--- src/rtl/esi_pkg.sv ---
package esi_pkg;

    typedef enum logic [1:0] {
        ACC_NONE  = 2'd0,
        ACC_READ  = 2'd1,
        ACC_WRITE = 2'd2
    } acc_e;

    // a write dominates a read when both strobes are present
    function automatic acc_e decode_access(input logic sel, input logic rd, input logic wr);
        if (!sel)   return ACC_NONE;
        else if (wr) return ACC_WRITE;
        else if (rd) return ACC_READ;
        else         return ACC_NONE;
    endfunction

endpackage

--- src/rtl/esi_sync.sv ---
module esi_sync #(
    parameter int STAGES = 2,
    parameter int N      = 2
) (
    input  logic         clk,
    input  logic         rst_n,
    input  logic [N-1:0] din,
    output logic [N-1:0] dout
);
    logic [N-1:0] stage_q [STAGES];

    genvar s;
    generate
        for (s = 0; s < STAGES; s++) begin : g_stage
            logic [N-1:0] stage_d;
            if (s == 0) begin : g_first
                assign stage_d = din;
            end else begin : g_next
                assign stage_d = stage_q[s-1];
            end
            always_ff @(posedge clk or negedge rst_n) begin
                if (!rst_n) stage_q[s] <= '0;
                else        stage_q[s] <= stage_d;
            end
        end
    endgenerate

    assign dout = stage_q[STAGES-1];
endmodule

--- src/rtl/esi_rise.sv ---
module esi_rise (
    input  logic clk,
    input  logic rst_n,
    input  logic lvl,
    output logic pulse
);
    typedef struct packed {
        logic prev;
        logic pulse;
    } rise_t;

    rise_t r_d, r_q;

    always_comb begin
        r_d       = r_q;
        r_d.prev  = lvl;
        r_d.pulse = lvl & ~r_q.prev;
    end

    always_ff @(posedge clk or negedge rst_n) begin
        if (!rst_n) r_q <= '0;
        else        r_q <= r_d;
    end

    assign pulse = r_q.pulse;
endmodule

--- src/rtl/ext_shift_in.sv ---
module ext_shift_in #(
    parameter int W           = 8,
    parameter int SYNC_STAGES = 2
) (
    input  logic         clk,
    input  logic         rst_n,
    input  logic         ext_clk,
    input  logic         ext_dat,
    input  logic         shift_en,
    input  logic         sel,
    input  logic         rd_en,
    input  logic         wr_en,
    input  logic [W-1:0] wr_data,
    output logic [W-1:0] rd_data,
    input  logic         irq_en,
    output logic         irq_flag,
    output logic         irq
);
    import esi_pkg::*;

    localparam int          CW   = (W > 1) ? $clog2(W) : 1;
    localparam logic [CW-1:0] LAST = CW'(W - 1);

    typedef struct packed {
        logic [W-1:0]  sr;
        logic [CW-1:0] cnt;
        logic          flag;
    } state_t;

    logic [1:0] sync_out;
    logic       edge_pulse;
    logic       shift_fire;
    logic       acc_hit;
    logic       wr_hit;
    acc_e       acc;
    state_t     st_d, st_q;

    esi_sync #(.STAGES(SYNC_STAGES), .N(2)) u_sync (
        .clk  (clk),
        .rst_n(rst_n),
        .din  ({ext_clk, ext_dat}),
        .dout (sync_out)
    );

    esi_rise u_rise (
        .clk  (clk),
        .rst_n(rst_n),
        .lvl  (sync_out[1]),
        .pulse(edge_pulse)
    );

    assign shift_fire = edge_pulse & shift_en;
    assign acc        = decode_access(sel, rd_en, wr_en);
    assign acc_hit    = (acc != ACC_NONE);
    assign wr_hit     = (acc == ACC_WRITE);

    always_comb begin
        st_d = st_q;
        if (shift_fire) begin
            st_d.sr = {st_q.sr[W-2:0], sync_out[0]};
            if (st_q.cnt == LAST) begin
                st_d.cnt  = '0;
                st_d.flag = 1'b1;
            end else begin
                st_d.cnt = st_q.cnt + 1'b1;
            end
        end
        if (acc_hit) begin
            st_d.cnt  = '0;
            st_d.flag = 1'b0;
        end
        if (wr_hit) begin
            st_d.sr = wr_data;
        end
    end

    always_ff @(posedge clk or negedge rst_n) begin
        if (!rst_n) st_q <= '0;
        else        st_q <= st_d;
    end

    assign rd_data  = st_q.sr;
    assign irq_flag = st_q.flag;
    assign irq      = st_q.flag & irq_en;
endmodule

--- config.mk ---
export PLATFORM = sky130hd
export DESIGN_NAME = ext_shift_in
export DESIGN_NICKNAME = d
export VERILOG_FILES = /design/src/rtl/esi_pkg.sv /design/src/rtl/esi_sync.sv /design/src/rtl/esi_rise.sv /design/src/rtl/ext_shift_in.sv
export SDC_FILE = /design/constraint.sdc
export NUM_CORES = 1
export LEC_CHECK = 0
export ABC_AREA = 1
export CAP_MARGIN = 15
export CORE_ASPECT_RATIO = 1.75
export CORE_MARGIN = 3
export CORE_UTILIZATION = 35
export DETAILED_ROUTE_END_ITERATION = 7
export DONT_BUFFER_PORTS = 1
export GPL_TIMING_DRIVEN = 0
export PLACE_DENSITY = 0.51
export SLEW_MARGIN = 5
export SYNTH_ARGS = -nofsm -noshare
export SYNTH_HDL_FRONTEND = slang
export SYNTH_SLANG_ARGS = --single-unit
--- constraint.sdc ---
create_clock -name clk -period 1.4 [get_ports clk]
set_clock_uncertainty 0.05 [all_clocks]
set_input_delay 0.14 -clock clk [delete_from_list [all_inputs] [get_ports clk]]
set_output_delay 0.14 -clock clk [all_outputs]
set_load 0.05 [all_outputs]
==> metrics <==
initial antenna violation count=0; H-tree depth reported by CTS=1; Yosys reg bits=18; Yosys Warn Count=0; outcome=finished clean; Initial DRT Pass Iterations=2; most common cell in the synthesized netlist=nand2_1; synthesized area=around 840 um^2; largest net degree at the start of global routing=19; setup violators final=0; IO buf count=0; CTS tree=yes; Post-CTS Setup Inserts=0; Num CTS Buffers=3; core area=about 2200 um^2; final hold vios=0; Crit Path Class=reg -> out; # diodes=0; Worst Tran Pin Value=roughly 0.80 ns; chip height=roughly 71 um; clk slew on worst S/H paths=roughly 0.1 ns; Avg WL per Cell=roughly 12 um; kind of start point of the critical path=flip-flop; top_reg_cell synth=dfrtp_1; final layout net count=about 130; sequential share of the synthesized area=about 53%; WHS=between 0.015 and 0.02 ns; later-pin clock latency in the skew report=about 0.28 ns; Pwr Density=1180 nW/um^2; clock root buffer master=clkbuf_4; Die ar.=about 3100 um^2; Area Growth Syn to Fin=17.8%; Avg Cell Area, Syn=8.89 um^2; CP Max Fanout=3; post-synth top area cell=dfrtp_1; max-slew violations=0; drt initial violations=6; clk sink count=18; Slew HR=between 40% and 50%; FMAX=about 0.73 GHz; DP HPWL=~1200 um; grt ovf=0; DP Worst Slack=0.146 ns; most common library cells after synthesis=27 x nand2_1, 23 x nand3_1, 18 x dfrtp_1; first-pass GRT wire length=approximately 2700 um; # DRC=0; Worst Path Required=between 1 and 1.5 ns; area share of the largest cell type after synthesis=roughly 53%; leakage=~0.0005 uW; RSZ-0062 raised after global routing=yes; final cell count without fillers=about 130; Routed WL=approximately 1600 um; CTS Buffer Depth=2; CP Capture Type=primary output; min Tclk post-route=around 1.4 ns; synth top area cells=dfrtp_1 53%, nand3_1 14%, nand2_1 12%; Distinct cells, synth=13; max-cap violations=0; Async SR Flop Fraction=100%; Final ANT Viol Nets=0; IO Pins=27; layout cells sized above 1=17.8%; Peak VDD IR=~0.00060 V; Initial Util=a little under two fifths; Power Total=1170 uW; Post-synth EDFFs=0; vias in the first global route=between 600 and 700; PnR worst setup slack=about 0.03 ns; row cnt=22; dpl cells=approximately 120; Overall Global Routing Usage=about an eighth; Tcrit/Tclk final=approximately 98%; via count=between 600 and 700; chip width=43.1 um; vias per cell=~4.8; syn nets=approximately 110; hold crit path type=in -> reg; Final Wtd Congestion=0.718; worst path arrival time=roughly 1.2 ns; Synth Instances=95
cell type report:
type                       count  area [um^2]
fill                         235         1210
sequential                    18          452
multi-input combinational     60          295
timing repair buffer           9         90.1
buffer                         9         71.3
inverter                       8         33.8
tap                           24         30.0
clock buffer                   3         22.5
placed cells by master (no fill, tap or decap):
cell	instances
dfrtp_1	17
inv_2	1
clkbuf_4	3
ha_1	2
a21oi_1	3
nand3_1	23
buf_6	1
nand2_1	26
nor2_1	2
inv_1	5
clkinv_1	1
dlygate4sd3_1	9
nand2_2	2
buf_4	8
nand2_4	2
clkinvlp_4	1
dfrtp_2	1
registers in the layout, summed over array words and instances, names as in the netlist:
signal / cells
u_rise.pulse: 1
rd_data: 8
u_rise.r_q: 1
st_q: 3
irq_flag: 1
u_sync.g_stage.stage_d: 2
u_sync.dout: 2
critical path: stages (launching register included):
cell and delay (ns):
dfrtp_2 0.54, nand2_2 0.12, clkinvlp_4 0.24
path summary, 6_finish.rpt:
kind                            depth (start not counted)              to  slack (ns)                         start
worst max register to register                          4         st_q[3]        0.18                       st_q[1]
worst max-delay path                                    2             irq        0.03                      irq_flag
min in group asynchronous                               1         st_q[1]        0.33                         rst_n
worst min-delay path                                    3         st_q[1]        0.02                         rd_en
max in group asynchronous                               1        irq_flag        0.43                         rst_n
worst min register to register                          0  u_sync.dout[0]        0.30  u_sync.g_stage[1].stage_d[0]
where the power goes:
part	internal [uW]	total, uW	switching (uW)	leakage [uW]
combinational	106	324	219	0.000271
sequential	569	608	38.9	0.000226
clock	99.7	243	143	0.0000138
per-layer routing:
| metal | global-route usage [%] | up-vias | share of wire [%] |
|---|---|---|---|
| li1 | - | 320 | - |
| met1 | 15.4 | 285 | 43 |
| met2 | 17.1 | 19 | 50 |
| met3 | 2.80 | 2 | 5.9 |
| met4 | 7.05 | 0 | 1.4 |
| met5 | 0 | - | 0 |
kinds of logic (layout without fill, tap and decap cells):
| family | Yosys count | in the layout | share of synthesized area, % |
|---|---|---|---|
| DFF | 18 | 18 | 53.3 |
| AOI/OAI and AO/OA | 3 | 3 | 1.78 |
| and+or+nand+nor | 55 | 55 | 29.9 |
| adders and majority gates | 2 | 2 | 2.96 |
| buffers and inverters | 17 | 29 | 12.0 |
stage by stage:
| stage | setup TNS [ns] | util (%) | area, um^2 |
|---|---|---|---|
| final | 0 | 45.2 | 995 |
| after CTS | 0 | 45.2 | 995 |
| after floorplan | 0 | - | 845 |
| after global routing | -0.00913 | 45.2 | 995 |
| after global placement | 0 | 39.7 | 875 |
| after detailed placement | 0 | 39.7 | 875 |
timing repair:
action                                  CTS  global route
endpoints found under the setup margin    1             1
hold buffers                              9             0
gates resized for setup                   3             0
pin swaps                                 0             1
endpoints found under the hold margin    29             0
(Power assumes the default switching activity.)
